===== src/rtl/adc_seq_pkg.sv =====
// Shared constants for the slot sequencer: register word addresses and
// field positions of the slot register.
package adc_seq_pkg;
    localparam int ADDR_W      = 4;
    localparam int DATA_W      = 32;
    localparam logic [ADDR_W-1:0] A_IRQ   = 4'd0;
    localparam logic [ADDR_W-1:0] A_CLR   = 4'd3;
    localparam logic [ADDR_W-1:0] A_MAP   = 4'd4;
    localparam logic [ADDR_W-1:0] A_START = 4'd5;
    localparam int EN_POS      = 16;
    localparam int ACC_POS     = 29;
    localparam int CNT_POS     = 24;
endpackage


===== src/rtl/seq_arbiter.sv =====
// Pending-slot tracker and fixed-priority issuer.
// Holds one pending bit per slot and issues the lowest pending slot when the
// converter is idle. It stays busy until conv_done arrives.
// Assumes conv_done is only meaningful while busy; a stray strobe is ignored.
module seq_arbiter #(
    parameter int N_SLOTS = 8,
    localparam int IDX_W  = (N_SLOTS > 1) ? $clog2(N_SLOTS) : 1
) (
    input  logic               clk,
    input  logic               rst_n,
    input  logic [N_SLOTS-1:0] req_set,
    input  logic               done_in,
    output logic               launch_o,
    output logic [IDX_W-1:0]   pick_o,
    output logic               busy_o,
    output logic [IDX_W-1:0]   active_o
);
    logic [N_SLOTS-1:0] pending_q;
    logic [N_SLOTS-1:0] grant;
    logic               any_pend;

    // lowest-index pending slot
    always_comb begin
        pick_o   = '0;
        any_pend = 1'b0;
        for (int i = N_SLOTS - 1; i >= 0; i--) begin
            if (pending_q[i]) begin
                pick_o   = IDX_W'(i);
                any_pend = 1'b1;
            end
        end
    end

    assign launch_o = any_pend && !busy_o;

    // one-hot grant for the slot leaving the pending set
    always_comb begin
        grant = '0;
        if (launch_o) grant[pick_o] = 1'b1;
    end

    // pending set: new requests win over the grant that removes them
    always_ff @(posedge clk) begin
        if (!rst_n) pending_q <= '0;
        else        pending_q <= (pending_q & ~grant) | req_set;
    end

    // converter occupancy and the slot currently converting
    always_ff @(posedge clk) begin
        if (!rst_n) begin
            busy_o   <= 1'b0;
            active_o <= '0;
        end else if (launch_o) begin
            busy_o   <= 1'b1;
            active_o <= pick_o;
        end else if (done_in) begin
            busy_o   <= 1'b0;
        end
    end


    grant_onehot_chk: assert property (@(posedge clk) disable iff (!rst_n)
        $onehot0(grant));

    launch_busy_chk: assert property (@(posedge clk) disable iff (!rst_n)
        launch_o |=> busy_o && !launch_o);

    hold_active_chk: assert property (@(posedge clk) disable iff (!rst_n)
        busy_o && !done_in |=> busy_o && $stable(active_o));
endmodule


===== src/rtl/slot_unit.sv =====
// One virtual slot: the mode flag, the sample count, the result and the
// sample progress counter. It captures or accumulates routed samples.
// Assumes a register write in the same cycle as a sample takes precedence;
// that sample is dropped and reports no completion.
module slot_unit #(
    parameter int RES_W = 18,
    parameter int CNT_W = 5
) (
    input  logic             clk,
    input  logic             rst_n,
    input  logic             wr_en,
    input  logic             acc_in,
    input  logic [CNT_W-1:0] cnt_in,
    input  logic [RES_W-1:0] val_in,
    input  logic             done_in,
    input  logic [RES_W-1:0] sample_in,
    output logic             acc_o,
    output logic [CNT_W-1:0] cnt_o,
    output logic [RES_W-1:0] val_o,
    output logic             cmpl_o
);
    logic [CNT_W-1:0] prog_q;
    logic             last;

    assign last   = !acc_o || (prog_q == cnt_o);
    assign cmpl_o = done_in && !wr_en && last;

    // configuration load, capture or accumulate, progress tracking
    always_ff @(posedge clk) begin
        if (!rst_n) begin
            acc_o  <= 1'b0;
            cnt_o  <= '0;
            val_o  <= '0;
            prog_q <= '0;
        end else if (wr_en) begin
            acc_o  <= acc_in;
            cnt_o  <= cnt_in;
            val_o  <= val_in;
            prog_q <= '0;
        end else if (done_in) begin
            if (acc_o) begin
                val_o  <= val_o + sample_in;
                prog_q <= last ? '0 : prog_q + 1'b1;
            end else begin
                val_o  <= sample_in;
            end
        end
    end


    zero_wr_clears_chk: assert property (@(posedge clk) disable iff (!rst_n)
        wr_en && !acc_in && cnt_in == '0 && val_in == '0 |=> val_o == '0 && prog_q == '0);

    val_hold_chk: assert property (@(posedge clk) disable iff (!rst_n)
        !wr_en && !done_in |=> $stable(val_o) && $stable(prog_q));
endmodule


===== src/rtl/irq_ctrl.sv =====
// Sticky completion status, per-slot enables and the combined interrupt.
// Assumes a completion in the same cycle as a clear of that bit leaves the bit set.
module irq_ctrl #(
    parameter int N_SLOTS = 8
) (
    input  logic               clk,
    input  logic               rst_n,
    input  logic [N_SLOTS-1:0] set_in,
    input  logic               en_wr,
    input  logic [N_SLOTS-1:0] en_data,
    input  logic [N_SLOTS-1:0] clr_stat,
    input  logic [N_SLOTS-1:0] clr_en,
    output logic [N_SLOTS-1:0] status_o,
    output logic [N_SLOTS-1:0] enable_o,
    output logic               irq_o
);
    // status: set by completion, cleared by the alias, set wins
    always_ff @(posedge clk) begin
        if (!rst_n) status_o <= '0;
        else        status_o <= (status_o & ~clr_stat) | set_in;
    end

    // enables: direct load or alias clear
    always_ff @(posedge clk) begin
        if (!rst_n)     enable_o <= '0;
        else if (en_wr) enable_o <= en_data;
        else            enable_o <= enable_o & ~clr_en;
    end

    assign irq_o = |(status_o & enable_o);

    for (genvar i = 0; i < N_SLOTS; i++) begin : g_chk

        sticky_status_chk: assert property (@(posedge clk) disable iff (!rst_n)
            status_o[i] && !clr_stat[i] |=> status_o[i]);

        status_rise_chk: assert property (@(posedge clk) disable iff (!rst_n)
            !status_o[i] && !set_in[i] |=> !status_o[i]);
    end
endmodule


===== src/rtl/adc_slot_seq.sv =====
// Top of the slot sequencer: register decode, channel map, read mux,
// and the per-slot units, the arbiter and the interrupt logic.
// Assumes at most 8 slots, so that all slot registers fit the 4-bit address space.
module adc_slot_seq
    import adc_seq_pkg::*;
#(
    parameter int N_SLOTS = 8,
    parameter int SEL_W   = 4,
    parameter int RES_W   = 18,
    parameter int CNT_W   = 5,
    localparam int IDX_W  = (N_SLOTS > 1) ? $clog2(N_SLOTS) : 1,
    localparam int MAP_W  = N_SLOTS * SEL_W
) (
    input  logic               clk,
    input  logic               rst_n,
    input  logic               wr_en,
    input  logic [ADDR_W-1:0]  wr_addr,
    input  logic [DATA_W-1:0]  wr_data,
    input  logic [ADDR_W-1:0]  rd_addr,
    output logic [DATA_W-1:0]  rd_data,
    input  logic [N_SLOTS-1:0] sched_start,
    output logic               conv_start,
    output logic [SEL_W-1:0]   conv_chan,
    input  logic               conv_done,
    input  logic [RES_W-1:0]   conv_data,
    output logic               irq
);
    logic [MAP_W-1:0]   map_q;
    logic [N_SLOTS-1:0] req_set, slot_wr, slot_done, cmpl;
    logic [N_SLOTS-1:0] status, enable;
    logic [N_SLOTS-1:0] acc_v;
    logic [CNT_W-1:0]   cnt_v [N_SLOTS];
    logic [RES_W-1:0]   val_v [N_SLOTS];
    logic [IDX_W-1:0]   pick, active;
    logic               busy, routed_done;
    logic               wr_irq, wr_clr, wr_map, wr_start, wr_slot;
    logic               unused_bits;

    assign wr_irq   = wr_en && wr_addr == A_IRQ;
    assign wr_clr   = wr_en && wr_addr == A_CLR;
    assign wr_map   = wr_en && wr_addr == A_MAP;
    assign wr_start = wr_en && wr_addr == A_START;
    assign wr_slot  = wr_en && wr_addr[ADDR_W-1];
    assign unused_bits = ^{wr_data[DATA_W-1:ACC_POS+1], wr_data[CNT_POS-1:RES_W]};

    // start requests from software and scheduler
    assign req_set = sched_start | (wr_start ? wr_data[N_SLOTS-1:0] : '0);

    // channel map register
    always_ff @(posedge clk) begin
        if (!rst_n)      map_q <= '0;
        else if (wr_map) map_q <= wr_data[MAP_W-1:0];
    end

    seq_arbiter #(.N_SLOTS(N_SLOTS)) u_arb (
        .clk(clk), .rst_n(rst_n), .req_set(req_set), .done_in(routed_done),
        .launch_o(conv_start), .pick_o(pick), .busy_o(busy), .active_o(active)
    );

    assign routed_done = conv_done && busy;
    assign conv_chan   = map_q[pick*SEL_W +: SEL_W];

    for (genvar s = 0; s < N_SLOTS; s++) begin : g_slot
        assign slot_wr[s]   = wr_slot && wr_addr[IDX_W-1:0] == IDX_W'(s);
        assign slot_done[s] = routed_done && active == IDX_W'(s);
        slot_unit #(.RES_W(RES_W), .CNT_W(CNT_W)) u_slot (
            .clk(clk), .rst_n(rst_n), .wr_en(slot_wr[s]),
            .acc_in(wr_data[ACC_POS]), .cnt_in(wr_data[CNT_POS +: CNT_W]),
            .val_in(wr_data[RES_W-1:0]), .done_in(slot_done[s]),
            .sample_in(conv_data), .acc_o(acc_v[s]), .cnt_o(cnt_v[s]),
            .val_o(val_v[s]), .cmpl_o(cmpl[s])
        );
    end

    irq_ctrl #(.N_SLOTS(N_SLOTS)) u_irq (
        .clk(clk), .rst_n(rst_n), .set_in(cmpl), .en_wr(wr_irq),
        .en_data(wr_data[EN_POS +: N_SLOTS]), .clr_stat(wr_clr ? wr_data[N_SLOTS-1:0] : '0),
        .clr_en(wr_clr ? wr_data[EN_POS +: N_SLOTS] : '0),
        .status_o(status), .enable_o(enable), .irq_o(irq)
    );

    // register read mux
    always_comb begin
        rd_data = '0;
        if (rd_addr[ADDR_W-1]) begin
            rd_data[ACC_POS]           = acc_v[rd_addr[IDX_W-1:0]];
            rd_data[CNT_POS +: CNT_W]  = cnt_v[rd_addr[IDX_W-1:0]];
            rd_data[RES_W-1:0]         = val_v[rd_addr[IDX_W-1:0]];
        end else if (rd_addr == A_IRQ) begin
            rd_data[N_SLOTS-1:0]       = status;
            rd_data[EN_POS +: N_SLOTS] = enable;
        end else if (rd_addr == A_MAP) begin
            rd_data[MAP_W-1:0]         = map_q;
        end
    end


    one_in_flight_chk: assert property (@(posedge clk) disable iff (!rst_n)
        busy && !conv_done |=> !conv_start);

    cmpl_routed_chk: assert property (@(posedge clk) disable iff (!rst_n)
        |cmpl |-> routed_done);
endmodule


===== config.mk =====
export PLATFORM = sky130hd
export DESIGN_NAME = adc_slot_seq
export DESIGN_NICKNAME = d
export VERILOG_FILES = /design/src/rtl/adc_seq_pkg.sv /design/src/rtl/seq_arbiter.sv /design/src/rtl/slot_unit.sv /design/src/rtl/irq_ctrl.sv /design/src/rtl/adc_slot_seq.sv
export SDC_FILE = /design/constraint.sdc
export NUM_CORES = 1
export LEC_CHECK = 0
export BUFFER_PORTS_ARGS = -buffer_cell sky130_fd_sc_hd__buf_2
export CAP_MARGIN = 20
export CORE_ASPECT_RATIO = 1.4
export CORE_MARGIN = 3
export CORE_UTILIZATION = 49
export DETAILED_ROUTE_END_ITERATION = 8
export GPL_ROUTABILITY_DRIVEN = 0
export PLACE_DENSITY = 0.68
export SYNTH_ARGS = -nofsm -noshare
export SYNTH_HDL_FRONTEND = slang
export SYNTH_SLANG_ARGS = --single-unit
export TNS_END_PERCENT = 100

===== constraint.sdc =====
create_clock -name clk -period 3.3 [get_ports clk]
set_input_delay 0.825 -clock clk [delete_from_list [all_inputs] [get_ports clk]]
set_output_delay 0.825 -clock clk [all_outputs]
set_load 0.05 [all_outputs]

# == Word level (Yosys, flattened, before mapping) ==
# Cells that the tools add are included.
# word_totals
regBits,292
in_bits,70
output_inout_bits,38
elab_cells,266
# classes
addsub,16
magnitude_cmp,4
n_eq_ne,26
shifts,1
mux,74
bitwise,12
n_reduce_logical,95
# ops
operator,n
$mux 18,27
$add 18x18->18,8
$mux 8,9
$bmux 18 s3,1
$mux 5,10
$add 5x1->5 const B,8
$eq 5x5->1,8
$logic_and 1x1->1,40
$and 8x8->8,4
$mux 32,1
$shiftx 32x6->4,1
$eq 3x3->1 const B,8
$mux 3,8
$not 8->8,3
$or 8x8->8,3
$reduce_bool 2->1,9
$logic_not 1->1,17
$reduce_and 2->1,8
$reduce_or 2->1,8
$bmux 5 s3,1
$eq 3x2->1 const B,4
$eq 4x3->1 const B,3
$mux 1,12
$mux 6,2
14 further kinds,25

# == Logic depth before layout (Yosys ltp) ==
# Gate-level depths: netlist of run 1.
# depth
ltp_word,16
depth_mapped,10

# == Modules after synthesis ==
# Synthesis of run 1 repeated with hierarchy kept, for this count alone.
# unflattened
cells_unflattened,3124
hier_area_um2,24953.9
# by_module_without_submodules
mod,instances,cells_per_inst,area_per_inst_um2,seq_area_each_um2
slot_unit (g_slot[2].u_slot ...),6,331,2536.2,580.6
slot_unit (g_slot[0].u_slot ...),2,290,2323.5,580.6
adc_slot_seq,1,433,3888.7,640.6
irq_ctrl,1,63,645.6,320.3
seq_arbiter,1,62,555.5,240.2

# == Least setup slack after synthesis of run 1 ==
# Ideal clock, no wire load.
# synth_timing
path_kind,input -> output
start,input port rd_addr[1]
end,output port rd_data[24]
arrival_ns,3.162
t_required_ns,2.475
path_slack_ns,-0.687
cell_stages,6
n_path_buf,3
cell_sequence,clkbuf_1 buf_1 nor3b_1 clkbuf_1 nand2_1 o21ai_0
# synth_via
elab_chain_cells,5
elab_cells_between_ends,9
cone_classes,eq/ne (1); mux (6); bitwise (1); reduce/logical (1)
# synth_lines
item,line,rtl
from (decl),adc_slot_seq.sv:19,"input logic [ADDR_W-1:0] rd_addr,"
$not 3->4 (not written as such),adc_slot_seq.sv:87,rd_data[CNT_POS +: CNT_W] = cnt_v[rd_addr[IDX_W-1:0]];
$bmux 5 s3,adc_slot_seq.sv:87,
$mux 5 (not written as such) (2 in a row),adc_slot_seq.sv:87,
$mux 6 *,adc_slot_seq.sv:85,if (rd_addr[ADDR_W-1]) begin
to (decl),adc_slot_seq.sv:20,"output logic [DATA_W-1:0] rd_data,"
# Every way passes the cells marked *; elsewhere a longest branch is shown, timed or not. The select of a mux whose other input is x is not followed.

# == Worst setup path in the final report of run 1 ==
# layout_timing
start,input port rd_addr[0]
end,output port rd_data[0]
# layout_via
elab_chain_cells,5
elab_cells_between_ends,9
cone_classes,eq/ne (1); mux (6); bitwise (1); reduce/logical (1)
# layout_lines
item,line,rtl
$not 3->4 (not written as such),adc_slot_seq.sv:88,rd_data[RES_W-1:0] = val_v[rd_addr[IDX_W-1:0]];
$bmux 18 s3,adc_slot_seq.sv:88,
$mux 18 (not written as such) (2 in a row),adc_slot_seq.sv:88,
$mux 18 *,adc_slot_seq.sv:85,
# Marks and branches as above.

==> key figures, run 1 <==
Logic synthesis
  – Seq/Total Area, Yosys: between 20 and 30%
  – Ys Warns: 0
  – Largest family of logic cells by synthesized area: compound AO/OA/AOI/OAI gates
  – Synthesized area: ~23000 sq um
  – Simple-gate portion of the synthesized area: approximately a fifth
  – Ys async rst share: 0%
  – Xor/xnor share of the synthesized area: 6.60%
  – Mux contribution to synthesized area: just over 9%
  – Distinct cells, synth: 77
  – Syn Area/Cell: 7.89 sq um
  – Cells after Synth: ~2900
  – Compound-cell area share of the yosys netlist: 25.7%
  – Synth Flop Type: dfxtp_1
  – Synthesized net count: just over 3000
  – Post-synthesis adder-cell area fraction: around 8.7%
  – Yosys reg bits: between 200 and 300
  – Post-synth EDFFs: 0

Detailed routing
  – DR vias/cell: around 6.5
  – Pre-antenna DRT Iters: 5
  – DRT iter0 DRCs: ~2400
  – Drt drc: 0
  – Post-DRT Antenna Nets: 0
  – Final wirelength: 86400 microns
  – Via count: 23700
  – Routed wire per std cell: 23.5 microns

Clock tree
  – Clk buf depth: 3
  – CTS Sinks: ~290
  – CTS Hold Bufs: 0
  – TritonCTS clock tree: built
  – Clock root cell: clkbuf_16
  – CTS Buf Count: 34
  – H-Tree Depth: 2
  – Clock latency on the worst-skew pair: around 540 ps
  – Clock slew at reported path FFs: 60 ps

Floorplan
  – Starting density of the core: between 40% and 50%
  – Core Rows: 92
  – Chip Height: between 200 and 300 microns
  – Core area: 45200 sq um
  – IO Pins: 108
  – Die area: ~49000 sq um
  – Horiz. Die Dim: 187 microns

Placement
  – Port bufs: 107
  – Detailed placer's ending HPWL: 65100 microns
  – Placed cells: 3594

Global route
  – All-Layer GR Usage: 34.0%
  – Number of global-route vias before repair: around 23000
  – Largest net degree at the start of global routing: approximately 110
  – First-pass GRT wire length: approximately 130000 microns
  – Initial antenna violation count: 2
  – Gr ovfl total: 0

Hold path
  – Worst hold-check path type: reg -> reg
  – Hold path cells: 2
  – Worst hold path startpoint: map_q[22]$_SDFFE_PN0P_
  – Hold endpoint: map_q[22]$_SDFFE_PN0P_

Cells and area
  – FF/Latch Area: roughly 5900 sq um
  – Synth-to-Final Area Change: 18.5%
  – Footprint of the multi-input gates: 16200 sq um
  – Nets@finish: approximately 3300
  – Final cell count without fillers: between 3000 and 4000
  – Fill cells: 3948
  – Fin util: around 60%
  – Layout cells sized above 1: between 15 and 20%

Power and ir drop
  – Seq pwr share: a little under two fifths
  – Pleak: 10.8 nW
  – Internal power: approximately 6.9 mW
  – P per Cell Area: around 360 nW/um^2
  – Clock Power Share: a little over two fifths
  – Combinational share of power: roughly 20%
  – Sw Share: between 20% and 30%
  – Sw power: about 2.9 mW
  – VDD IR-drop max: 0.288 mV
  – PnR Total Power: 9.74 mW

Timing
  – Period utilisation layout: 100%
  – Final hold violations: 0
  – Final Max Slew Viols: 0
  – Worst Tran Pin Value: 792 ps
  – Max Freq: between 300 and 400 MHz
  – Final Skew: ~23 ps
  – PnR worst setup slack: -2.42 ps
  – Slew HR: roughly 47%
  – Period minus WS final: 3300 ps
  – Setup-failing EPs final: 1
  – WHS: slightly below 500 ps
  – Setup_tns: -2.42 ps
  – RSZ-0062 raised after global routing: yes

Critical path
  – Worst r2r dst: g_slot[2].u_slot.val_o[16]$_SDFFE_PN0P_
  – Launching point of the worst reg2reg path: g_slot[2].u_slot.val_o[0]$_SDFFE_PN0P_
  – Worst EP arrival: 2480 ps
  – CP Max Fanout: 10
  – WP data required: around 2500 ps
  – Crit start category: input port
  – Worst r2r path cells: 11
  – Reg2reg setup slack: roughly 360 ps
  – WS Path Type: in -> out
  – Crit. End Element: output port

Status
  – Run status: finished, violations left
  – Failing checks: setup timing

Job
  – MaxCap Viol Count: 0
[state kept, by name (all words and copies together), names as in the netlist]
register              count
g_slot.u_slot.cnt_o      40
u_irq.status_o            8
map_q                    32
g_slot.u_slot.val_o     144
g_slot.u_slot.prog_q     40
u_arb.busy_o              1
u_irq.enable_o            8
u_arb.active_o            3
g_slot.u_slot.acc_o       8
u_arb.pending_q           8
[critical path: stages]
cell and delay, ps:
buf_6 130, buf_12 160, buf_16 160, mux4_2 540
mux2i_1 280, a21oi_2 120, buf_2 250
[routing by layer]
| layer | GRT usage [%] | vias up | share of wire [%] |
|---|---|---|---|
| li1 | - | 10800 | - |
| met1 | 39.3 | 11400 | 37 |
| met2 | 58.1 | 1180 | 48 |
| met3 | 5.16 | 334 | 7.8 |
| met4 | 23.0 | 0 | 7.9 |
| met5 | 0 | - | 0 |
[cell usage in the layout, fill, tap and decap left out, types with 18 or more instances in the layout]
cell type	synthesis	routed
o31ai_1	21	21
xnor2_1	89	89
inv_1	38	38
a21o_1	50	50
nor2_1	192	181
xor2_1	81	81
a221oi_1	29	28
a211oi_1	51	51
nand3_1	70	70
a31oi_1	30	30
and3_1	22	22
clkbuf_16	0	36
o211ai_1	50	50
ha_1	144	144
nand4_1	23	23
buf_2	4	88
mux4_2	48	48
nor2b_1	69	69
mux2i_1	77	70
nand2_1	449	449
a21boi_0	114	114
dfxtp_1	292	288
o221ai_1	22	22
o21bai_1	18	18
nor3_1	87	81
buf_4	0	219
o21ai_0	148	132
a21oi_1	210	199
[stage by stage]
step | worst slack, ps | area [sq um]
after floorplan | 2.90 | 22700
after global placement | -338 | 25100
after detailed placement | -342 | 25100
after CTS | -18.8 | 26500
after global routing | -26.1 | 26700
final | -2.42 | 26700
[logic make-up after synthesis]
logic type               Yosys count
AO/OA/AOI/OAI                    868
XOR/XNOR                         170
adder cells (fa/ha/maj)          152
buffers and inverters            233
flip-flops                       292
multiplexers                     142
AND/OR/NAND/NOR                 1001
[what timing repair did]
item	CTS	global route
endpoints found under the hold margin	0	0
endpoints found under the setup margin	12	21
gates cloned	3	1
gates resized for setup	43	25
setup buffers	5	10
pin swaps	1	6
[cell type report]
type                       instances  share of cell area [%]
inverter                          38                   0.534
antenna                            1                 0.00937
tap                              611                    2.86
multi-input combinational       2333                    60.5
sequential                       292                    21.9
timing repair buffer             339                    9.88
clock inverter                     7                   0.614
clock buffer                      53                    3.72
[how the worst max path moves through the flow]
stage                             from  cells after the start  slack [ps]                                      end
after floorplan             rd_addr[0]                      6           3                               rd_data[0]
after global placement    conv_data[0]                     11        -340  g_slot[4].u_slot.val_o[16]$_SDFFE_PN0P_
after detailed placement  conv_data[0]                     11        -340  g_slot[4].u_slot.val_o[16]$_SDFFE_PN0P_
after CTS                   rd_addr[0]                      7         -20                              rd_data[12]
after global routing        rd_addr[0]                      8         -30                              rd_data[16]
final                       rd_addr[0]                      7          -2                               rd_data[0]
[synth_stat cells, types with 18 or more instances]
| library cell | count | area [sq um] |
|---|---|---|
| nand2_1 | 449 | 1690 |
| o21ai_0 | 148 | 741 |
| nor3_1 | 87 | 435 |
| o211ai_1 | 50 | 375 |
| buf_1 | 20 | 75.1 |
| o221ai_1 | 22 | 193 |
| a31oi_1 | 30 | 188 |
| ha_1 | 144 | 1800 |
| mux4_2 | 48 | 1080 |
| inv_1 | 38 | 143 |
| mux2i_1 | 77 | 771 |
| a21boi_0 | 114 | 856 |
| a221oi_1 | 29 | 254 |
| o31ai_1 | 21 | 158 |
| a21o_1 | 50 | 375 |
| dfxtp_1 | 292 | 5850 |
| o21bai_1 | 18 | 135 |
| nand4_1 | 23 | 144 |
| a21oi_1 | 210 | 1050 |
| a211oi_1 | 51 | 383 |
| and3_1 | 22 | 138 |
| nor2b_1 | 69 | 432 |
| clkbuf_1 | 171 | 642 |
| xnor2_1 | 89 | 780 |
| xor2_1 | 81 | 709 |
| nand3_1 | 70 | 350 |
| nor2_1 | 192 | 721 |
[power by group through the flow]
stage	clock network [mW]	logic, mW	registers (mW)
6_report	4.07	1.95	3.72
5_1_grt	4.21	2.08	3.73
4_1_cts	4.09	1.87	3.72
3_5_place_dp	0	1.81	3.79
3_3_place_gp	0	1.77	3.79
2_1_floorplan	0	1.19	3.74
Power figures use the tool's default switching activity.
==> run 2: changes to the inputs <==
PLACE_DENSITY = not set   (was 0.68)
PLACE_DENSITY_LB_ADDON = 0.12   (was not set)
==> run 2 against run 1 <==
  * The flow now finishes without violations
  * Global-route usage increased by 0.76 points
  * Non-clock buffer count increased by 3
  * Cell area decreased by 0.25%
  * Sequential power about the same
  * Register-to-register slack got worse by 30 ps
  * First-iteration DRC count decreased by 17%
  * Clock power decreased by 5%
  * Sequential cell count unchanged
  * Critical endpoint is now conv_chan[3]
  * Largest power group unchanged
  * Highest routed layer unchanged
==> key figures, run 2 (synthesis gave the netlist of run 1 again) <==
Hold path
  – Hold endpoint: map_q[31]$_SDFFE_PN0P_
  – Worst hold-check path type: reg -> reg
  – Hold path cells: 2 (unchanged)
  – Worst hold path startpoint: map_q[31]$_SDFFE_PN0P_

Critical path
  – Crit. End Element: output port
  – Worst EP arrival: 2470 ps (about the same)
  – WS Path Type: reg -> out
  – Launching point of the worst reg2reg path: g_slot[4].u_slot.val_o[0]$_SDFFE_PN0P_
  – Reg2reg setup slack: 330 ps (-30 ps)
  – Worst r2r path cells: 10 (-1)
  – Crit start category: flip-flop
  – WP data required: 2470 ps (about the same)
  – Worst r2r dst: g_slot[4].u_slot.val_o[16]$_SDFFE_PN0P_
  – CP Max Fanout: 5 (-5)

Floorplan
  – Horiz. Die Dim: 187 microns (unchanged)
  – Starting density of the core: 49.8% (unchanged)
  – Core area: 45200 sq um (unchanged)
  – Chip Height: 260 microns (unchanged)
  – Die area: 48700 sq um (unchanged)
  – IO Pins: 108 (unchanged)
  – Core Rows: 92 (unchanged)

Global route
  – Largest net degree at the start of global routing: 61 (-44%)
  – GR peak layer: met2
  – Gr ovfl total: 0 (unchanged)
  – Met1 Track Usage GR: 40.5% (+1.2 points)
  – Initial antenna violation count: 0 (-2)
  – First-pass GRT wire length: 133000 microns (+1.7%)
  – All-Layer GR Usage: 34.8% (+0.76 points)
  – GR Util met2: 59.6% (+1.5 points)
  – Met3 GRT Util: 5.80% (+0.63 points)
  – Number of global-route vias before repair: 22900 (-1.7%)

Cells and area
  – Fill cells: 4096 (+3.7%)
  – Top flop regs: g_slot.u_slot.val_o x144, g_slot.u_slot.cnt_o x40, g_slot.u_slot.prog_q x40
  – Nets@finish: 3264 (+0.12%)
  – Commonest non-fill, non-tap cell in the layout: nand2_1
  – Final instance area: 26600 sq um (-0.25%)
  – Number of flip-flops in the largest register: 144 (unchanged)
  – Largest reg by FF count: g_slot.u_slot.val_o
  – Synth-to-Final Area Change: 18.2%
  – Most frequent cells in the layout: 449 x nand2_1, 288 x dfxtp_1, 228 x buf_4, 198 x a21oi_1, 181 x nor2_1
  – Layout cells sized above 1: 17.9% (+0.37 points)

Timing
  – Period utilisation layout: 100% (-0.11 points)
  – Setup_tns: 0 ps (+2.42 ps)
  – Period minus WS final: 3300 ps (-3.77 ps)
  – RSZ-0062 raised after global routing: yes
  – Max Freq: 303 MHz (+0.11%)
  – Slew HR: 43.2% (-3.8 points)
  – PnR worst setup slack: 1.35 ps (+3.77 ps)
  – Final Skew: 24.0 ps (+0.752 ps)
  – Final hold violations: 0 (unchanged)
  – Worst Tran Pin Value: 849 ps (+57.2 ps)
  – Setup-failing EPs final: 0 (-1)
  – WHS: 483 ps (-9.49 ps)
  – Final Max Slew Viols: 0 (unchanged)

Power and ir drop
  – VDD IR-drop max: 0.296 mV (+2.6%)
  – PnR Total Power: 9.54 mW (-2.0%)
  – P per Cell Area: 358 nW/um^2 (-1.8%)
  – Pleak: 10.8 nW (-0.15%)

Detailed routing
  – Post-DRT Antenna Nets: 0 (unchanged)
  – Routed wire per std cell: 24.0 microns (+1.8%)
  – Drt drc: 0 (unchanged)
  – Pre-antenna DRT Iters: 6 (+1)
  – DRT iter0 DRCs: 2016 (-17%)
  – Final wirelength: 88100 microns (+1.9%)
  – Via count: 23600 (-0.73%)
  – DR vias/cell: 6.41 (-0.81%)

Placement
  – Worst Setup Slack post-DPL: -318 ps (+23.8 ps)
  – Placed cell areas: 25100 sq um (about the same)
  – Port bufs: 107 (unchanged)
  – Detailed placer's ending HPWL: 66300 microns (+1.8%)

Clock tree
  – Clock slew at reported path FFs: 60 ps (about the same)
  – Clock latency on the worst-skew pair: 550 ps (about the same)
  – H-Tree Depth: 2 (unchanged)
  – Clock root cell: clkbuf_16
  – CTS Sinks: 292 (unchanged)
  – Clk buf depth: 3 (unchanged)
  – CTS Hold Bufs: 0 (unchanged)
  – CTS Buf Count: 35 (+2.9%)
  – TritonCTS clock tree: built

Job
  – MaxCap Viol Count: 0 (unchanged)

Status
  – Run status: finished clean
==> run 2: cell count changes in the layout (fill, tap and decap cells not counted), sizes merged <==
cell	delta
buf	+2
bufbuf	-2
clkbuf	+1
bufinv	-5
inv	-1
clkinv	+8
==> run 2: metal layers <==
layer | vias up | routed length, microns
met5 | - | 0
met4 | 0 | 6570
met3 | 314 | 7100
met2 | 1151 | 41800
met1 | 11300 | 32600
li1 | 10800 | -
==> run 2: metrics by stage <==
| stage | util [%] | std cells |
|---|---|---|
| after floorplan | - | 2858 |
| after global placement | 55.5 | 3599 |
| after detailed placement | 55.5 | 3599 |
| after CTS | 58.2 | 3663 |
| after global routing | 58.9 | 3676 |
| final | 58.9 | 3677 |
==> run 2: worst max path at each step <==
| stage | start | to |
|---|---|---|
| final | u_arb.pending_q[7]$_SDFF_PN0_ | conv_chan[3] |
| after global routing | u_arb.pending_q[6]$_SDFF_PN0_ | conv_chan[3] |
| after CTS | rd_addr[0] | rd_data[7] |
| after detailed placement | conv_data[0] | g_slot[4].u_slot.val_o[16]$_SDFFE_PN0P_ |
| after global placement | conv_data[0] | g_slot[5].u_slot.val_o[14]$_SDFFE_PN0P_ |
| after floorplan | rd_addr[0] | rd_data[0] |
==> run 2: cell type report <==
cell class                 instances  area, sq um  area share (%)
clock inverter                     9         71.3           0.268
clock buffer                      51         1040            3.89
inverter                          38          143           0.535
sequential                       292         5850            22.0
antenna                            1         2.50         0.00939
timing repair buffer             342         2610            9.81
tap                              611          764            2.87
multi-input combinational       2333        16200            60.7
==> run 2: worst max-delay path: stages (launching register included) <==
cell and delay, ps:
dfxtp_2 400, a21oi_2 70, o21bai_1 190, a21oi_2 110, nor2_4 160, buf_6 160
mux2_2 350, a211o_1 320, buf_6 160
==> run 2: power breakdown <==
| group | switching [mW] | internal, mW |
|---|---|---|
| registers | 0.116 | 3.61 |
| clock network | 1.69 | 2.18 |
| logic | 1.15 | 0.788 |
| total | 2.96 | 6.59 |
==> run 2: repair_timing <==
item | CTS | global route
resized for setup | 30 | 47
cloned | 0 | 4
buffers inserted | 4 | 9
pin swaps | 2 | 8
endpoints found under the setup margin | 10 | 18
